==> config.mk <==
export PLATFORM = sky130hd
export DESIGN_NAME = i2c_irq_dma_ctrl
export DESIGN_NICKNAME = d
export VERILOG_FILES = /design/src/rtl/isr_pkg.sv /design/src/rtl/isr_status_reg.sv /design/src/rtl/isr_lowest_src.sv /design/src/rtl/isr_out_regs.sv /design/src/rtl/i2c_irq_dma_ctrl.sv
export SDC_FILE = /design/constraint.sdc
export NUM_CORES = 1
export LEC_CHECK = 0
export ABC_CLOCK_PERIOD_IN_PS = 1400
export BUFFER_PORTS_ARGS = -buffer_cell sky130_fd_sc_hd__buf_2
export CORE_UTILIZATION = 46
export CTS_BUF_LIST = sky130_fd_sc_hd__clkbuf_8
export DETAILED_ROUTE_END_ITERATION = 12
export GPL_TIMING_DRIVEN = 0
export HOLD_SLACK_MARGIN = 0.03
export PLACE_DENSITY = 0.75
export SETUP_SLACK_MARGIN = 0.3
export SLEW_MARGIN = 10
export SYNTH_ARGS = -nofsm -noshare
export SYNTH_HDL_FRONTEND = slang
export SYNTH_HIERARCHICAL = 1
export SYNTH_SLANG_ARGS = --single-unit
==> constraint.sdc <==
create_clock -name clk -period 1.4 [get_ports clk]
set_input_delay 0.28 -clock clk [delete_from_list [all_inputs] [get_ports clk]]
set_output_delay 0.28 -clock clk [all_outputs]
set_load 0.01 [all_outputs]
==> src/rtl/isr_pkg.sv <==
// Package: register addresses, field positions and keep masks shared by the
// interrupt/DMA-request block. Assumes a 16-bit host data path.
package isr_pkg;
    localparam int STAT_W   = 16;
    localparam int SRC_W    = 6;
    localparam int HADDR_W  = 3;

    localparam logic [HADDR_W-1:0] A_STATUS = 3'd0;
    localparam logic [HADDR_W-1:0] A_MASK   = 3'd1;
    localparam logic [HADDR_W-1:0] A_VECTOR = 3'd2;
    localparam logic [HADDR_W-1:0] A_DMA    = 3'd3;
    localparam logic [HADDR_W-1:0] A_TEST   = 3'd4;

    localparam int BUSY_BIT   = 12;
    localparam int RX_BIT     = 3;
    localparam int TX_BIT     = 4;
    localparam int DMA_RX_EN  = 15;
    localparam int DMA_TX_EN  = 7;
    localparam int FORCE_BIT  = 11;

    localparam logic [STAT_W-1:0] CLR_KEEP  = 16'h0027;
    localparam logic [STAT_W-1:0] DMA_KEEP  = 16'h8080;
    localparam logic [SRC_W-1:0]  MASK_NEW  = 6'h3f;
    localparam logic [SRC_W-1:0]  MASK_OLD  = 6'h1f;
endpackage

==> src/rtl/isr_status_reg.sv <==
// Status register: per-bit sticky flags with set and clear vectors.
// Assumes set_i and clr_i are already qualified by the caller. Set wins over clear.
module isr_status_reg #(
    parameter int STAT_W = 16
) (
    input  logic              clk,
    input  logic              rst_n,
    input  logic [STAT_W-1:0] set_i,
    input  logic [STAT_W-1:0] clr_i,
    output logic [STAT_W-1:0] stat_o
);
    logic [STAT_W-1:0] stat_q;

    // Update flags: clear the selected bits first, then apply the set pulses.
    always_ff @(posedge clk) begin
        if (!rst_n) stat_q <= '0;
        else        stat_q <= (stat_q & ~clr_i) | set_i;
    end

    assign stat_o = stat_q;

    // A pulsed bit must be set in the next cycle, even when a clear hit it too.
    assert_set_wins_R12: assert property (@(posedge clk) disable iff (!rst_n)
        (set_i != '0) |=> ((stat_q & $past(set_i)) == $past(set_i)));

    // A cleared bit with no set pulse must read 0 in the next cycle.
    assert_clear_takes_R7: assert property (@(posedge clk) disable iff (!rst_n)
        ((clr_i & ~set_i) != '0) |=> ((stat_q & $past(clr_i & ~set_i)) == '0));
endmodule

==> src/rtl/isr_lowest_src.sv <==
// Lowest-set-bit finder over the pending sources. Gives a one-hot pick and
// the vector code (index + 1, or 0 when nothing is pending). Purely combinational.
module isr_lowest_src #(
    parameter int N = 6,
    localparam int CODE_W = $clog2(N + 1)
) (
    input  logic [N-1:0]      pend_i,
    output logic [N-1:0]      pick_o,
    output logic [CODE_W-1:0] code_o
);
    // Scan from bit 0 upward. The first pending bit wins.
    always_comb begin
        logic seen;
        seen   = 1'b0;
        pick_o = '0;
        code_o = '0;
        for (int i = 0; i < N; i++) begin
            if (pend_i[i] && !seen) begin
                pick_o[i] = 1'b1;
                code_o    = CODE_W'(i + 1);
            end
            seen = seen | pend_i[i];
        end
    end

    // At most one pick, it must be pending, and a pick exists whenever a source is pending.
    always_comb begin
        assert_pick_onehot_R9: assert ($onehot0(pick_o) && ((pick_o & ~pend_i) == '0)
                                       && ((pend_i == '0) == (pick_o == '0)));
    end
endmodule

==> src/rtl/isr_out_regs.sv <==
// Registered interrupt and DMA request outputs. Assumes the inputs are the
// current register values, so the outputs lag any change by one cycle.
module isr_out_regs #(
    parameter int SRC_W = 6,
    parameter int RX_BIT = 3,
    parameter int TX_BIT = 4
) (
    input  logic             clk,
    input  logic             rst_n,
    input  logic [SRC_W-1:0] src_i,
    input  logic [SRC_W-1:0] mask_i,
    input  logic             rx_en_i,
    input  logic             tx_en_i,
    output logic             irq_o,
    output logic             drq_rx_o,
    output logic             drq_tx_o
);
    // Register the three request lines.
    always_ff @(posedge clk) begin
        if (!rst_n) begin
            irq_o    <= 1'b0;
            drq_rx_o <= 1'b0;
            drq_tx_o <= 1'b0;
        end else begin
            irq_o    <= |(src_i & mask_i);
            drq_rx_o <= rx_en_i & src_i[RX_BIT];
            drq_tx_o <= tx_en_i & src_i[TX_BIT];
        end
    end

    // A DMA request may only be high when its channel was enabled in the previous cycle.
    assert_drq_needs_enable_R2: assert property (@(posedge clk) disable iff (!rst_n)
        (drq_rx_o || drq_tx_o) |-> (($past(rx_en_i) || !drq_rx_o) && ($past(tx_en_i) || !drq_tx_o)));

    // The interrupt may only rise when some source was unmasked in the previous cycle.
    assert_irq_source_R1: assert property (@(posedge clk) disable iff (!rst_n)
        $rose(irq_o) |-> ($past(mask_i) != '0));
endmodule

==> src/rtl/i2c_irq_dma_ctrl.sv <==
// Interrupt status, vector and DMA request logic of an I2C master controller.
// Decodes 16-bit host accesses, holds the mask and DMA control, and clears
// status bits in one of two schemes picked by LEGACY_REV. Assumes one host access per cycle.
module i2c_irq_dma_ctrl
    import isr_pkg::*;
#(
    parameter bit LEGACY_REV = 1'b0
) (
    input  logic               clk,
    input  logic               rst_n,
    input  logic               host_en,
    input  logic               host_wr,
    input  logic [HADDR_W-1:0] host_addr,
    input  logic [STAT_W-1:0]  host_wdata,
    output logic [STAT_W-1:0]  host_rdata,
    input  logic [STAT_W-1:0]  stat_set_i,
    input  logic               bus_busy_i,
    output logic               irq_o,
    output logic               dma_rx_req_o,
    output logic               dma_tx_req_o
);
    localparam int CODE_W = $clog2(SRC_W + 1);
    localparam logic [SRC_W-1:0]  MASK_KEEP = LEGACY_REV ? MASK_OLD : MASK_NEW;
    localparam logic [STAT_W-1:0] NO_BUSY   = ~(STAT_W'(1) << BUSY_BIT);

    logic [STAT_W-1:0] stat_q, set_v, clr_v, rdata_d;
    logic [SRC_W-1:0]  mask_q, pick;
    logic [STAT_W-1:0] dma_q;
    logic [CODE_W-1:0] code;
    logic wr_stat, wr_mask, wr_dma, wr_test, rd_any, rd_vec;

    // Decode the host access.
    always_comb begin
        wr_stat = host_en &&  host_wr && host_addr == A_STATUS;
        wr_mask = host_en &&  host_wr && host_addr == A_MASK;
        wr_dma  = host_en &&  host_wr && host_addr == A_DMA;
        wr_test = host_en &&  host_wr && host_addr == A_TEST;
        rd_any  = host_en && !host_wr;
        rd_vec  = rd_any && host_addr == A_VECTOR;
    end

    isr_lowest_src #(.N(SRC_W)) u_pick (
        .pend_i (stat_q[SRC_W-1:0] & mask_q),
        .pick_o (pick),
        .code_o (code)
    );

    // Build the set and clear vectors for the chosen scheme.
    always_comb begin
        set_v = stat_set_i;
        clr_v = '0;
        if (LEGACY_REV) begin
            if (rd_vec) clr_v = {{(STAT_W-SRC_W){1'b0}}, pick};
        end else begin
            if (wr_stat) clr_v = host_wdata & CLR_KEEP;
            if (wr_test && host_wdata[FORCE_BIT]) set_v = set_v | {{(STAT_W-SRC_W){1'b0}}, {SRC_W{1'b1}}};
        end
        set_v = set_v & NO_BUSY;
    end

    isr_status_reg #(.STAT_W(STAT_W)) u_stat (
        .clk    (clk),
        .rst_n  (rst_n),
        .set_i  (set_v),
        .clr_i  (clr_v),
        .stat_o (stat_q)
    );

    // Mask and DMA control. Enabling a DMA channel drops its mask bit.
    always_ff @(posedge clk) begin
        if (!rst_n) begin
            mask_q <= '0;
            dma_q  <= '0;
        end else if (wr_mask) begin
            mask_q <= host_wdata[SRC_W-1:0] & MASK_KEEP;
        end else if (wr_dma) begin
            dma_q <= host_wdata & DMA_KEEP;
            if (host_wdata[DMA_RX_EN]) mask_q[RX_BIT] <= 1'b0;
            if (host_wdata[DMA_TX_EN]) mask_q[TX_BIT] <= 1'b0;
        end
    end

    // Read multiplexer.
    always_comb begin
        rdata_d = '0;
        case (host_addr)
            A_STATUS: rdata_d = (stat_q & NO_BUSY) | (STAT_W'(bus_busy_i) << BUSY_BIT);
            A_MASK:   rdata_d = {{(STAT_W-SRC_W){1'b0}}, mask_q};
            A_VECTOR: rdata_d = LEGACY_REV ? {{(STAT_W-CODE_W){1'b0}}, code} : '0;
            A_DMA:    rdata_d = dma_q;
            default:  rdata_d = '0;
        endcase
    end

    // Register the read data. It is 0 when there was no read.
    always_ff @(posedge clk) begin
        if (!rst_n)      host_rdata <= '0;
        else if (rd_any) host_rdata <= rdata_d;
        else             host_rdata <= '0;
    end

    isr_out_regs #(.SRC_W(SRC_W), .RX_BIT(RX_BIT), .TX_BIT(TX_BIT)) u_out (
        .clk      (clk),
        .rst_n    (rst_n),
        .src_i    (stat_q[SRC_W-1:0]),
        .mask_i   (mask_q),
        .rx_en_i  (dma_q[DMA_RX_EN]),
        .tx_en_i  (dma_q[DMA_TX_EN]),
        .irq_o    (irq_o),
        .drq_rx_o (dma_rx_req_o),
        .drq_tx_o (dma_tx_req_o)
    );

    // A DMA write that enables a channel must leave that channel's mask bit at 0.
    assert_dma_drops_mask_R4: assert property (@(posedge clk) disable iff (!rst_n)
        (wr_dma && host_wdata[DMA_RX_EN]) |=> !mask_q[RX_BIT]);

    // The busy bit is never stored.
    assert_no_stored_busy_R6: assert property (@(posedge clk) disable iff (!rst_n)
        !stat_q[BUSY_BIT]);

    generate
        if (LEGACY_REV) begin : g_legacy_chk
            // A status write without set pulses leaves the status unchanged.
            assert_status_ro_R8: assert property (@(posedge clk) disable iff (!rst_n)
                (wr_stat && stat_set_i == '0) |=> $stable(stat_q));
        end else begin : g_new_chk
            // A vector read without set pulses changes nothing.
            assert_vector_inert_R10: assert property (@(posedge clk) disable iff (!rst_n)
                (rd_vec && stat_set_i == '0) |=> $stable(stat_q));
        end
    endgenerate
endmodule

; ---- Yosys cells after proc, flatten, opt, wreduce, memory -nomap -nowiden
; Cells that the tools add are included.
[totals]
out_inout_bits = 19
regBits = 43
inputBits = 40
[classes]
n_mux = 7
n_eq_ne = 3
bitwise_logic = 8
n_reduce_logical = 17
[op_table]
columns = op, n
row1 = $pmux 16 s3, 1
row2 = $and 16x16->16, 1
row3 = $not 6->16, 1
row4 = $or 16x13->16, 1
row5 = $or 16x16->16, 1
row6 = $mux 6, 2
row7 = $reduce_and 2->1, 4
row8 = $logic_and 1x1->1, 7
row9 = $and 6x6->6, 1
row10 = $reduce_bool 2->1, 3
row11 = $reduce_or 6->1, 1
row12 = $mux 2, 2
row13 = $eq 3x1->1 const B, 1
row14 = $eq 3x2->1 const B, 1
row15 = $eq 3x3->1 const B, 1
row16 = $logic_not 3->1, 1
row17 = $and 1x1->1, 2
row18 = $mux 1, 2
row19 = $logic_not 1->1, 1
row20 = $not 1->1, 1

; ---- Logic depth before layout (Yosys ltp)
[logic_depth]
word_depth = 6
depth_mapped = 5
ltp_nobuf = 5

; ---- Modules after synthesis
; Netlist, hierarchy kept.
[by_module_without_submodules]
columns = module, area_each_um2, seq_area_each_um2, cells_each, instances
row1 = i2c_irq_dma_ctrl, 983.4, 480.5, 103, 1
row2 = isr_status_reg, 571.8, 320.3, 50, 1
row3 = isr_out_regs, 111.4, 60.1, 10, 1

; ---- Worst setup path after synthesis
; No wires, ideal clock.
[synth_path]
path_type = in2reg
start = input port host_addr[2]
end = register u_stat.stat_q[0], in the netlist u_stat/stat_o[0]
path_buffers = 1
setup_time_ns = 0.115
path_slack_ns = 0.261
stages = 5
arrival_time_ns = 1.024
t_required_ns = 1.285
path_cell_list = buf_2 -> nor3_1 -> and2_1 -> nor2b_1 -> o21a_1
[synth_via]
elab_chain_len = 6
elab_cells_between_ends = 10
cone_classes = eq/ne: 1 / mux: 2 / bitwise: 3 / reduce/logical: 4
[synth_lines]
columns = element, line
row1 = from (decl), i2c_irq_dma_ctrl.sv:13  ; input logic [HADDR_W-1:0] host_addr,
row2 = $logic_not 3->1, i2c_irq_dma_ctrl.sv:34  ; wr_stat = host_en && host_wr && host_addr == A_STATUS;
row3 = $logic_and 1x1->1, i2c_irq_dma_ctrl.sv:34
row4 = $mux 6, i2c_irq_dma_ctrl.sv:55  ; if (wr_stat) clr_v = host_wdata & CLR_KEEP;
row5 = net clr_v[0], i2c_irq_dma_ctrl.sv:26  ; logic [STAT_W-1:0] stat_q, set_v, clr_v, rdata_d;
row6 = $not 6->16, isr_status_reg.sv:17  ; else stat_q <= (stat_q & ~clr_i) | set_i;
row7 = $and 16x16->16, isr_status_reg.sv:17
row8 = $or 16x16->16, isr_status_reg.sv:17
row9 = to (signal assigned), isr_status_reg.sv:17
row10 = to (decl), isr_status_reg.sv:12  ; logic [STAT_W-1:0] stat_q;
; The timed path passes the listed nets, and every way through them passes these cells.
; A chain may end at the register's enable or synchronous reset.

; ---- Worst setup path after layout
[layout_path]
start = input port host_en
end = register u_stat.stat_q[2], in the netlist u_stat/stat_o[2]
[layout_via]
elab_cells_between_ends = 9
cone_classes = mux: 2 / bitwise: 3 / reduce/logical: 4
[layout_lines]
columns = element, line
row1 = from (decl), i2c_irq_dma_ctrl.sv:11  ; input logic host_en,
row2 = $logic_and 1x1->1 (2 in a row), i2c_irq_dma_ctrl.sv:37  ; wr_test = host_en && host_wr && host_addr == A_TEST;
row3 = $logic_and 1x1->1, i2c_irq_dma_ctrl.sv:56  ; if (wr_test && host_wdata[FORCE_BIT]) set_v = set_v | {{(STAT_W-SRC_W){1'b0}}, {SRC_W{1'b1}}};
row4 = $mux 6, i2c_irq_dma_ctrl.sv:56
row5 = net set_v[2], i2c_irq_dma_ctrl.sv:26
row6 = $or 16x16->16, isr_status_reg.sv:17
; The timed path passes the listed nets, and every way through them passes these cells.

==> out/qor.yml <==
worstPathCellList: "buf_2 > nand3b_1 > buf_4 > nor3_4 > or2_2 > o21a_1"
syn_avg_cell_area_sq_um: 10.2
syn_to_final_growth_pct: 29.4
endpoint_kind: "flip-flop"
setup_viol: 0
fillCellCount: 301
cp.required_ns: 1.59
yosys_warnings: 6
swShare: 0.223
io_pins: 59
row_count: 21
drive_above_1_share: 0.344
cts_htree_levels: 2
coreArea_sq_um: 3360
utilization: 0.628
synthesis.area_sq_um: 1630
fin_nets: 266
hold_ws_ns: 0.190
critical_path.max_stage_delay_ns: 0.27
final_cell_mix: "buf_2, dfxtp_1, nor2b_1"
hold_path.class: "in -> reg"
grt_antenna_before_repair: 0
peakVddDrop_v: 0.000709
pwr-share-seq: 0.562
dp_hpwl_mm: 2.28
hold_viol_final: 0
initial_core_util: 0.485
final_common_cell: "buf_2"
route.detailed.wl_per_inst_um: 11.4
clock_path_buffers: 2
first_pass_iters: 4
die_w_um: 61.6
path_max_fanout: 6
fin_crit_ns: 1.05
cap_viol_max_count: 0
drt-total-wl_mm: 3.12
drt-initial-drc-count: 33
dieArea_sq_um: 3790
root_buffer: "clkbuf_8"
fmax_ghz: 0.948
dp_cells: 264
start_kind: "input pin"
die_y_um: 61.6
slew_violations: 0
insertedDiodeCount: 0
path_clk_slew_ns: 0.08
rsz0062_at_grt: "yes"
numClockSinks: 42
path_class: "in -> reg"
grt_pass1_wl_mm: 4.95
switchingPower_uw: 495
clock_power_share: 0.348
arrival_ns: 1.24
pwr_density_cell_nw_per_um2: 1050
cp_slowest_cell: "or2_2"
cts_buffers: 5
clk_latency_ns: 0.29
place.gp.congestion: 0.699
grt.overflow.total: 0
via_per_inst: 4.55
route.detailed.drc: 0
finalSetupTns_ns: 0
min_period_over_period: 0.753
grt_max_degree: 13
fin_skew_ns: 0.00380
pre_cts_slack_ns: -0.0858
p_int_uw: 1730
grt_use_total: 0.187
ant_nets: 0
numPortBuffers: 48
synthCells: 160
fin_cells: 273
setup_ws_ns: 0.345
p_leak_uw: 0.000974
p_comb_frac: 0.090
cts_tree: "yes"
outcome: "complete, no violations"
grt_pass1_vias: 1155
vias: 1243
-- worst paths after layout --
path                                                  start                          end  slack, ns  depth (start not counted)
worst max-delay path                                host_en  u_stat/stat_o[2]$_SDFF_PN0_       0.35                          6
worst min-delay path                             bus_busy_i    host_rdata[12]$_SDFF_PN0_       0.19                          2
worst max register to register  u_stat/stat_o[3]$_SDFF_PN0_  u_stat/stat_o[3]$_SDFF_PN0_       0.66                          2
worst min register to register  u_stat/stat_o[9]$_SDFF_PN0_     host_rdata[9]$_SDFF_PN0_       0.45                          1
-- flip-flops by register name, summed over array words and instances (netlist names) --
name and flops:
u_out/irq_o 1, u_out/drq_rx_o 1, host_rdata 16, dma_q 2
mask_q 6, u_stat/stat_o 15, u_out/drq_tx_o 1
-- metrics by stage --
step | power (uW) | area, sq um
after CTS | 2230 | 2080
after global routing | 2320 | 2110
after floorplan | 1390 | 1680
after global placement | 1460 | 1980
final | 2220 | 2110
after detailed placement | 1470 | 1980
-- critical path, delay by kind of cell --
| family | cells | cell delay, ns |
|---|---|---|
| simple gates | 3 | 0.49 |
| buf+inv | 2 | 0.29 |
| compound gates | 1 | 0.18 |
-- layer usage --
layer	vias to the layer above	wire length, um	track usage	share of wire
met5	-	0	0	0
met4	0	45	0.0667	0.014
met3	4	149	0.0819	0.048
met2	37	1460	0.300	0.47
met1	545	1460	0.224	0.47
li1	657	-	-	-
-- final cells by class --
class                           instances  area [sq um]  share of cell area
Clock inverter                          2          8.76             0.00414
Sequential cell                        42           841               0.398
Inverter                                1          3.75             0.00178
Clock buffer                            6          82.6              0.0391
Buffer                                  7          65.1              0.0308
Timing Repair Buffer                   49           258               0.122
Multi-Input combinational cell        120           797               0.377
Tap cell                               46          57.6              0.0272
-- what timing repair did --
item,in CTS,in global routing
gates resized for setup,1,9
hold buffers,0,0
pin swaps,0,4
setup endpoints to repair,6,12
buffers inserted,0,1
hold endpoints to repair,0,0
-- power groups by stage --
stage               Combinational (uW)  Clock, uW  Sequential [uW]
floorplan                          123          0             1270
global placement                   188          0             1280
detailed placement                 191          0             1280
CTS                                193        793             1250
global route                       223        848             1250
finish                             201        774             1250
No activity file was read; power rests on OpenSTA's default activity.
